--- src/rtl/cwg_pkg.sv ---
package cwg_pkg;
  typedef enum logic [2:0] {
    K_NONE, K_WEL_SET, K_CLEAR, K_RWEL_SET, K_FULL, K_ARRAY
  } cmd_kind_t;

  localparam logic [7:0] PAT_WEL_SET  = 8'h02;
  localparam logic [7:0] PAT_RWEL_SET = 8'h06;
  localparam logic [7:0] PAT_CLEAR    = 8'h00;
  localparam logic [7:0] CFG_INIT     = 8'h60;

  // bit positions inside the register byte (decoded by neighbours)
  localparam int P_WPEN = 7;
  localparam int P_WD1  = 6;
  localparam int P_WD0  = 5;
  localparam int P_BP1  = 4;
  localparam int P_BP0  = 3;
  localparam int P_RWEL = 2;
  localparam int P_WEL  = 1;
  localparam int P_BP2  = 0;
endpackage

--- src/rtl/cwg_prot_decode.sv ---
module cwg_prot_decode #(
  parameter int ADDR_W      = 16,
  parameter int ARRAY_BYTES = 8192,
  parameter int PAGE_BYTES  = 64
) (
  input  logic [2:0]        bp,
  input  logic [ADDR_W-1:0] addr,
  output logic              hit
);
  localparam int LIM_W = ADDR_W + 2;
  logic [LIM_W-1:0] limit;

  always_comb begin
    if (bp[2])
      limit = LIM_W'(PAGE_BYTES) << bp[1:0];
    else if (bp[1:0] == 2'b11)
      limit = LIM_W'(ARRAY_BYTES);
    else
      limit = '0;
    hit = {2'b00, addr} < limit;
  end
endmodule

--- src/rtl/cwg_cmd_classify.sv ---
module cwg_cmd_classify
  import cwg_pkg::*;
#(
  parameter int ADDR_W = 16,
  parameter int CNT_W  = 4
) (
  input  logic [ADDR_W-1:0] addr,
  input  logic [7:0]        data,
  input  logic [CNT_W-1:0]  cnt,
  input  logic              wel,
  input  logic              rwel,
  input  logic              prot_hit,
  output logic              ack,
  output cmd_kind_t         kind
);
  always_comb begin
    ack  = 1'b0;
    kind = K_NONE;
    if (addr == {ADDR_W{1'b1}}) begin
      if (cnt != CNT_W'(1)) begin
        ack = 1'b0;
      end else if (data == PAT_WEL_SET) begin
        ack = 1'b1; kind = K_WEL_SET;
      end else if (!wel) begin
        ack = 1'b0;
      end else if (data == PAT_CLEAR) begin
        ack = 1'b1; kind = K_CLEAR;
      end else if (data == PAT_RWEL_SET) begin
        ack = 1'b1; kind = K_RWEL_SET;
      end else if (rwel) begin
        ack = 1'b1; kind = K_FULL;
      end
    end else if (wel && !prot_hit) begin
      ack = 1'b1; kind = K_ARRAY;
    end
  end
endmodule

--- src/rtl/cwg_reg_core.sv ---
module cwg_reg_core
  import cwg_pkg::*;
(
  input  logic       clk,
  input  logic       rst_n,
  input  logic       beat,
  input  logic       first_beat,
  input  logic       ack_in,
  input  cmd_kind_t  kind_in,
  input  logic [7:0] data_in,
  input  logic       stop,
  input  logic       wp_pin,
  output logic [7:0] cfg_reg,
  output logic [2:0] bp,
  output logic       wel,
  output logic       rwel,
  output logic       ack_valid,
  output logic       ack_ok,
  output logic       nv_store
);
  logic       wpen;
  logic [1:0] wd;
  cmd_kind_t  pend;
  logic [7:0] pend_data;

  always_ff @(posedge clk) begin
    if (!rst_n) begin
      wpen      <= CFG_INIT[P_WPEN];
      wd        <= {CFG_INIT[P_WD1], CFG_INIT[P_WD0]};
      bp        <= {CFG_INIT[P_BP2], CFG_INIT[P_BP1], CFG_INIT[P_BP0]};
      wel       <= 1'b0;
      rwel      <= 1'b0;
      pend      <= K_NONE;
      pend_data <= '0;
      ack_valid <= 1'b0;
      ack_ok    <= 1'b0;
      nv_store  <= 1'b0;
    end else begin
      ack_valid <= beat;
      nv_store  <= 1'b0;
      if (beat) ack_ok <= ack_in;
      if (beat && first_beat) begin
        pend      <= ack_in ? kind_in : K_NONE;
        pend_data <= data_in;
      end
      if (stop) begin
        pend <= K_NONE;
        case (pend)
          K_WEL_SET:  wel <= 1'b1;
          K_CLEAR:    begin wel <= 1'b0; rwel <= 1'b0; end
          K_RWEL_SET: rwel <= 1'b1;
          K_FULL: begin
            wd <= {pend_data[P_WD1], pend_data[P_WD0]};
            if (!(wp_pin && wpen)) begin
              wpen <= pend_data[P_WPEN];
              bp   <= {pend_data[P_BP2], pend_data[P_BP1], pend_data[P_BP0]};
            end
            wel      <= 1'b0;
            rwel     <= 1'b0;
            nv_store <= 1'b1;
          end
          default: ;
        endcase
      end
    end
  end

  always_comb begin
    cfg_reg         = '0;
    cfg_reg[P_WPEN] = wpen;
    cfg_reg[P_WD1]  = wd[1];
    cfg_reg[P_WD0]  = wd[0];
    cfg_reg[P_BP1]  = bp[1];
    cfg_reg[P_BP0]  = bp[0];
    cfg_reg[P_RWEL] = rwel;
    cfg_reg[P_WEL]  = wel;
    cfg_reg[P_BP2]  = bp[2];
  end
endmodule

--- src/rtl/cfg_write_gate.sv ---
module cfg_write_gate
  import cwg_pkg::*;
#(
  parameter int ADDR_W      = 16,
  parameter int CNT_W       = 4,
  parameter int ARRAY_BYTES = 8192,
  parameter int PAGE_BYTES  = 64
) (
  input  logic              clk,
  input  logic              rst_n,
  input  logic              byte_valid,
  output logic              byte_ready,
  input  logic [ADDR_W-1:0] byte_addr,
  input  logic [7:0]        byte_data,
  input  logic [CNT_W-1:0]  byte_cnt,
  input  logic              stop_valid,
  input  logic              wp_pin,
  output logic              ack_valid,
  output logic              ack_ok,
  output logic              nv_store,
  output logic [7:0]        cfg_reg,
  input  logic [ADDR_W-1:0] arr_addr,
  output logic              arr_wr_ok
);
  localparam int N_PORTS = 2;

  logic [2:0]        bp;
  logic              wel, rwel, beat, cls_ack;
  cmd_kind_t         cls_kind;
  logic [ADDR_W-1:0] q_addr [N_PORTS];
  logic              q_hit  [N_PORTS];

  assign q_addr[0] = byte_addr;
  assign q_addr[1] = arr_addr;

  generate
    for (genvar g = 0; g < N_PORTS; g++) begin : g_dec
      cwg_prot_decode #(
        .ADDR_W(ADDR_W), .ARRAY_BYTES(ARRAY_BYTES), .PAGE_BYTES(PAGE_BYTES)
      ) i_dec (.bp(bp), .addr(q_addr[g]), .hit(q_hit[g]));
    end
  endgenerate

  assign byte_ready = !nv_store;
  assign beat       = byte_valid && byte_ready;
  assign arr_wr_ok  = wel && !q_hit[1];

  cwg_cmd_classify #(.ADDR_W(ADDR_W), .CNT_W(CNT_W)) i_cls (
    .addr(byte_addr), .data(byte_data), .cnt(byte_cnt),
    .wel(wel), .rwel(rwel), .prot_hit(q_hit[0]),
    .ack(cls_ack), .kind(cls_kind)
  );

  cwg_reg_core i_core (
    .clk(clk), .rst_n(rst_n), .beat(beat),
    .first_beat(byte_cnt == CNT_W'(1)),
    .ack_in(cls_ack), .kind_in(cls_kind), .data_in(byte_data),
    .stop(stop_valid), .wp_pin(wp_pin),
    .cfg_reg(cfg_reg), .bp(bp), .wel(wel), .rwel(rwel),
    .ack_valid(ack_valid), .ack_ok(ack_ok), .nv_store(nv_store)
  );
endmodule

--- config.mk ---
export PLATFORM = sky130hd
export DESIGN_NAME = cfg_write_gate
export DESIGN_NICKNAME = d
export VERILOG_FILES = /design/src/rtl/cwg_pkg.sv /design/src/rtl/cwg_prot_decode.sv /design/src/rtl/cwg_cmd_classify.sv /design/src/rtl/cwg_reg_core.sv /design/src/rtl/cfg_write_gate.sv
export SDC_FILE = /design/constraint.sdc
export NUM_CORES = 1
export LEC_CHECK = 0
export BUFFER_PORTS_ARGS = -buffer_cell sky130_fd_sc_hd__buf_2
export CORE_AREA = 2 2 49 69
export DETAILED_ROUTE_END_ITERATION = 6
export DIE_AREA = 0 0 51 71
export PLACE_DENSITY = 0.73
export SLEW_MARGIN = 20
export SYNTH_ARGS = -nofsm -noshare
export SYNTH_HDL_FRONTEND = slang
export SYNTH_HIERARCHICAL = 1
export SYNTH_SLANG_ARGS = --single-unit
--- constraint.sdc ---
create_clock -name clk -period 2.75 [get_ports clk]
set_clock_uncertainty 0.05 [all_clocks]
set_input_delay 0.1375 -clock clk [delete_from_list [all_inputs] [get_ports clk]]
set_output_delay 0.1375 -clock clk [all_outputs]
set_load 0.005 [all_outputs]
==> results.tsv, run 1 <==
metric	value	unit
status	completed	
Seq/Total Area, Yosys	0.307	
pin count of the biggest net entering global routing	17	
register bit count reported by yosys	20	
slowest stage delay, CP	510	ps
layout cells sized above 1	0.366	
Finished Cell Area	1660	sq um
Avg Cell Area, Syn	8.59	sq um
hold_sp	byte_data[7]	
clock buffer depth	2	
YS warnings	6	
CTS tree	yes	
Synth top area share	0.307	
number of synthesized flops with an enable pin	0	
antenna violations before repair	0	
WL final	2910	um
drt pass-1 iters	6	
mean routed wirelength per cell	11.9	um
top-count cell post-synth	nand2_1	
via count	1316	
setup slack, reg-to-reg	170	ps
PwrDens	394	nW/um^2
worst hold slack	110	ps
Final Hold Fails	0	
Core Footprint	3030	sq um
normalized max-slew margin	0.483	
Rows	24	
CTS clock-pin slew for the worst setup and hold paths	70	ps
Hold Path Depth	3	
Startpoint Class	flop	
cts hold-fix bufs	0	
first-pass GRT wire length	4890	um
GR met2 Demand/Resource	0.339	
worst slew pin tran	773	ps
Mapped Nets	211	
slowest CP cell	or3b_2	
die height	71	um
commonest cells in the netlist	nand2_1, dfxtp_1, ha_1, a21oi_1, nand3_1	
number of nets in the layout	265	
Tightest Hold Check Type	primary input to flop	
crit-path max FO	4	
Leak Pwr	0.661	nW
crit path kind	flop to flop	
setup TNS	0	ps
mapped cell area	1310	sq um
Post-CTS Setup Inserts	0	
IO Pins	62	
RD Place Congestion	0.816	
DRC viols	0	
Worst-Skew Late Latency	250	ps
unrepaired setup endpoints after global routing	false	
reg-to-reg endpoint	i_core/pend[2]	
Peak VDD IR	0.308	mV
gr ovfl total	0	
Synth area leader	dfxtp_1	
Final Cycle Share	0.938	
CP bufs+invs	0	
Finished Core Util	0.547	
vias in the first global route	1289	
Detailed Place HPWL	2350	um
minimum clock period	2580	ps
Req. time, crit path	2880	ps
cell area after placement	1590	sq um
CTS root buffer	clkbuf_8	
most common flop cell mapped by yosys	dfxtp_1	
R2R cell count	9	
Fill cells	312	
Setup violations, final	0	
DRT iter0 DRCs	16	
FMAX	388	MHz
Die Area	3620	sq um
Post-CTS Resized	0	
delay-heaviest family, CP	simple AND/OR/NAND/NOR gates	
Final Total Pwr	0.653	mW
worst path arrival time	2710	ps
Die W	51	um
gr usage total	0.169	
Critical Path Most Common Cell	or3b_2	
H-tree depth	1	
clock sink total	20	
Slew Limit Fails	0	
CP cell instances	or3b_2 -> ha_1 -> nor3_1 -> o211ai_1 -> a2111oi_2 -> or3b_2 -> o21ai_1 -> nand4_1 -> a21oi_1	
Crit. End Element	flop	
Syn Inst Count	152	
Max Cap Viol	0	
met1 Resource Use GR	0.166	
Initial Util	0.430	
Area growth syn-to-layout	27.1	%
GRT met3 Usage	0.0190	
distinct cell type count after synthesis	36	
main area contributors after synthesis	dfxtp_1, ha_1, nand2_1	
total CTS buffers	3	
fraction of registers with async set/reset	0	
Diodes inserted	0	
Min-Delay Endpoint	i_core/pend_data[7]	
Critical R2R Launch	i_core/bp[0]	
gr busiest metal	met2	
routed vias/inst	5.39	
count of input and output buffers	55	
Post-DRT Antenna Nets	0	
registers in the layout, summed over array words and instances, names as in the netlist:
register and count:
i_core/pend_data 6, i_core/bp 3, i_core/pend 3, i_core/wd 2, i_core/ack_ok 1, i_core/ack_valid 1, i_core/nv_store 1, i_core/rwel 1
i_core/wel 1, i_core/wpen 1
stage by stage:
stage | setup slack [ps] | cells
after floorplan | 246 | 152
after global placement | 263 | 240
after detailed placement | 207 | 240
after CTS | 147 | 244
after global routing | 0.197 | 244
final | 170 | 244
where the power goes:
group | internal [mW] | switching (mW) | leakage (nW)
clock network | 0.194 | 0.0912 | 0.0357
logic | 0.0374 | 0.0389 | 0.464
registers | 0.291 | 0.000620 | 0.161
worst reg2reg max path: cells and delay by family, from the launching register on:
kind | cells | cell delay [ps]
fa+ha+maj | 1 | 290
compound gates | 4 | 690
flops | 1 | 310
simple gates | 4 | 1170
metal layers:
layer  share of wire  vias up  wire [um]
li1                -      667          -
met1            0.39      614       1150
met2            0.55       33       1600
met3           0.051        2        148
met4          0.0045        0         13
met5               0        -          0
logic make-up (layout without fill, tap and decap cells):
logic type                 after synthesis  in the layout  share of synthesized area
and+or+nand+nor                         70             70                      0.306
DFF                                     20             20                      0.307
xor gates and xnor gates                 2              2                     0.0134
AOI/OAI and AO/OA                       28             28                      0.155
buffers and inverters                   15             68                     0.0690
adders and majority gates               11             11                      0.104
muxes                                    6              6                     0.0460
cells in the final DEF, fill, tap and decap left out, types with 2 or more instances in the layout:
cell type,n
o22ai_1,2
nand2_1,26
o211ai_1,6
nor2_1,4
ha_1,10
and2_1,2
nand3b_1,6
nor2b_1,2
buf_4,4
mux2i_1,6
or3b_2,3
a31oi_1,2
nor4_2,3
nand4_1,7
o21ai_0,2
clkbuf_8,3
nor3_1,3
a21oi_1,9
inv_1,5
o21ai_1,2
nand3_1,8
a2111oi_2,2
buf_2,55
dfxtp_1,20
worst max-delay path by stage:
stage / start / endpoint / cells past startpoint
after global placement: i_core/bp[0] / i_core/pend[0] / 9
after detailed placement: i_core/bp[0] / i_core/pend[0] / 9
after global routing: i_core/bp[2] / arr_wr_ok / 8
final: i_core/bp[0] / i_core/pend[2] / 9
after floorplan: i_core/bp[2] / i_core/pend[0] / 9
after CTS: i_core/bp[0] / arr_wr_ok / 8
cell type report:
class / instances / area (sq um) / share of cell area
multi-input cells: 117 / 815 / 0.491
inverters: 5 / 18.8 / 0.0113
repair buffers: 59 / 305 / 0.184
clock inverters: 1 / 30.0 / 0.0181
flip-flops and latches: 20 / 400 / 0.241
clock buffers: 3 / 41.3 / 0.0249
well taps: 39 / 48.8 / 0.0294
No activity file was read; power rests on OpenSTA's default activity.
==> run 2, diff against run 1 <==
ABC_AREA = 1   (was not set)
CORE_AREA = 2 2 50 71   (was 2 2 49 69)
DIE_AREA = 0 0 52 73   (was 0 0 51 71)
PLACE_DENSITY = 0.75   (was 0.73)
==> run 2 against run 1 <==
Against the previous run: wire length up 3.5%; hold slack better by 1.8 ps; sequential share of layout area down 1.8 points; worst setup slack better by 550 ps; synthesized cell count up 58%; combinational power up 13%; cell area up 8.1%; largest power group unchanged.
==> results.tsv, run 2 <==
metric	value	unit
commonest non-fill, non-tap cell in the layout	nand2_1	
DRC viols	0	
Die Area	3800	sq um
worst slew pin tran	363	ps
drt pass-1 iters	4	
Startpoint Class	flop	
crit-path max FO	12	
Biggest register	i_core/pend_data	
Req. time, crit path	2850	ps
Finished Core Util	0.557	
Fill cells	331	
fraction of registers with async set/reset	0	
routed vias/inst	4.63	
Setup violations, final	0	
DRT iter0 DRCs	23	
Synth area leader	dfxtp_1	
RD Place Congestion	0.821	
Seq. cell area	400	sq um
post-place setup slack	710	ps
Rows	25	
min setup slack post-route	722	ps
Seq/Total Area, Yosys	0.272	
mean routed wirelength per cell	9.10	um
Crit. End Element	flop	
Leak Pwr	0.922	nW
FMAX	493	MHz
vias in the first global route	1407	
number of nets in the layout	351	
top-count cell post-synth	nand2_1	
Initial Util	0.457	
Final Cycle Share	0.737	
register bit count reported by yosys	20	
Post-CTS Setup Inserts	0	
H-tree depth	1	
commonest cells in the netlist	nand2_1, inv_1, nor2_1, dfxtp_1, nand3_1	
Core Footprint	3220	sq um
CTS tree	yes	
antenna violations before repair	0	
Avg Cell Area, Syn	6.14	sq um
status	completed	
Detailed Place HPWL	2480	um
cts hold-fix bufs	0	
Syn Inst Count	240	
Final Hold Fails	0	
commonest cells after routing, fill and taps aside	nand2_1, buf_2, inv_1	
worst hold slack	112	ps
Final Total Pwr	0.599	mW
normalized max-slew margin	0.757	
layout cells sized above 1	0.254	
Mapped Nets	299	
minimum clock period	2030	ps
number of flip-flops in the largest register	6	
PwrDens	334	nW/um^2
Tightest Hold Check Type	primary input to flop	
Synth top area share	0.272	
clock buffer depth	2	
Post-CTS Resized	0	
setup TNS	0	ps
Peak VDD IR	0.274	mV
distinct cell type count after synthesis	22	
Area growth syn-to-layout	21.8	%
clock sink total	20	
gr ovfl total	0	
worst path arrival time	2130	ps
gr usage total	0.172	
unrepaired setup endpoints after global routing	false	
WL final	3010	um
number of synthesized flops with an enable pin	0	
Post-DRT Antenna Nets	0	
count of input and output buffers	55	
die height	73	um
CTS root buffer	clkbuf_8	
YS warnings	6	
first-pass GRT wire length	5180	um
pin count of the biggest net entering global routing	17	
main area contributors after synthesis	dfxtp_1, nand2_1, inv_1	
CTS clock-pin slew for the worst setup and hold paths	70	ps
Die W	52	um
biggest regs	i_core/pend_data (6), i_core/bp (3), i_core/pend (3)	
Diodes inserted	0	
IO Pins	62	
Worst-Skew Late Latency	250	ps
crit path kind	flop to flop	
via count	1534	
Slew Limit Fails	0	
Max Cap Viol	0	
area of the multi-input gates	855	sq um
mapped cell area	1470	sq um
most common flop cell mapped by yosys	dfxtp_1	
total CTS buffers	3	
==> run 2: worst max-delay path: stages (launching register included) <==
cell and delay, ps:
dfxtp_1 520, nand3_1 130, ha_1 270, o21ai_0 150, nand2_1 60, nand2_1 50, nand2_1 60, a21oi_2 110
nor2_1 50, o21ai_0 120, nand2_1 170, nand3_1 110, a21oi_1 60
==> run 2: final cells by class <==
type	instances	area share
repair buffers	55	0.154
inverters	42	0.0879
clock buffers	4	0.0307
multi-input cells	170	0.477
flip-flops and latches	20	0.223
well taps	40	0.0279
==> run 2: power by group <==
part           leakage (nW)  internal, mW  switching [mW]  total, mW
Combinational         0.731        0.0405          0.0455     0.0860
Clock                0.0288         0.127          0.0927      0.220
Sequential            0.162         0.292        0.000865      0.293
Total                 0.922         0.460           0.139      0.599
==> run 2: worst paths after layout <==
check,from,to,slack [ps],cells after the start
setup / recovery,i_core/bp[2],i_core/pend[2],720,12
setup reg to reg,i_core/bp[2],i_core/pend[2],720,12
hold / removal,byte_data[5],i_core/pend_data[5],110,3
hold reg to reg,i_core/ack_ok,i_core/ack_ok,410,2
==> run 2: kinds of logic after synthesis <==
group                      count (synthesis)  synth area share
and+or+nand+nor                          135             0.404
DFF                                       20             0.272
adders and majority gates                 10            0.0850
buffers and inverters                     50             0.148
AOI/OAI and AO/OA                         25            0.0909
==> run 2: routing by layer <==
layer | up-vias | global-route usage | part of all wire
li1 | 836 | - | -
met1 | 666 | 0.168 | 0.40
met4 | 0 | 0.0526 | 0.0033
met3 | 2 | 0.0225 | 0.046
met2 | 30 | 0.353 | 0.55
met5 | - | 0 | 0
==> run 2: through the flow <==
stage	cells	cell area, sq um
after CTS	331	1790
after detailed placement	327	1740
after global placement	327	1740
after floorplan	240	1470
after global routing	331	1790
final	331	1790
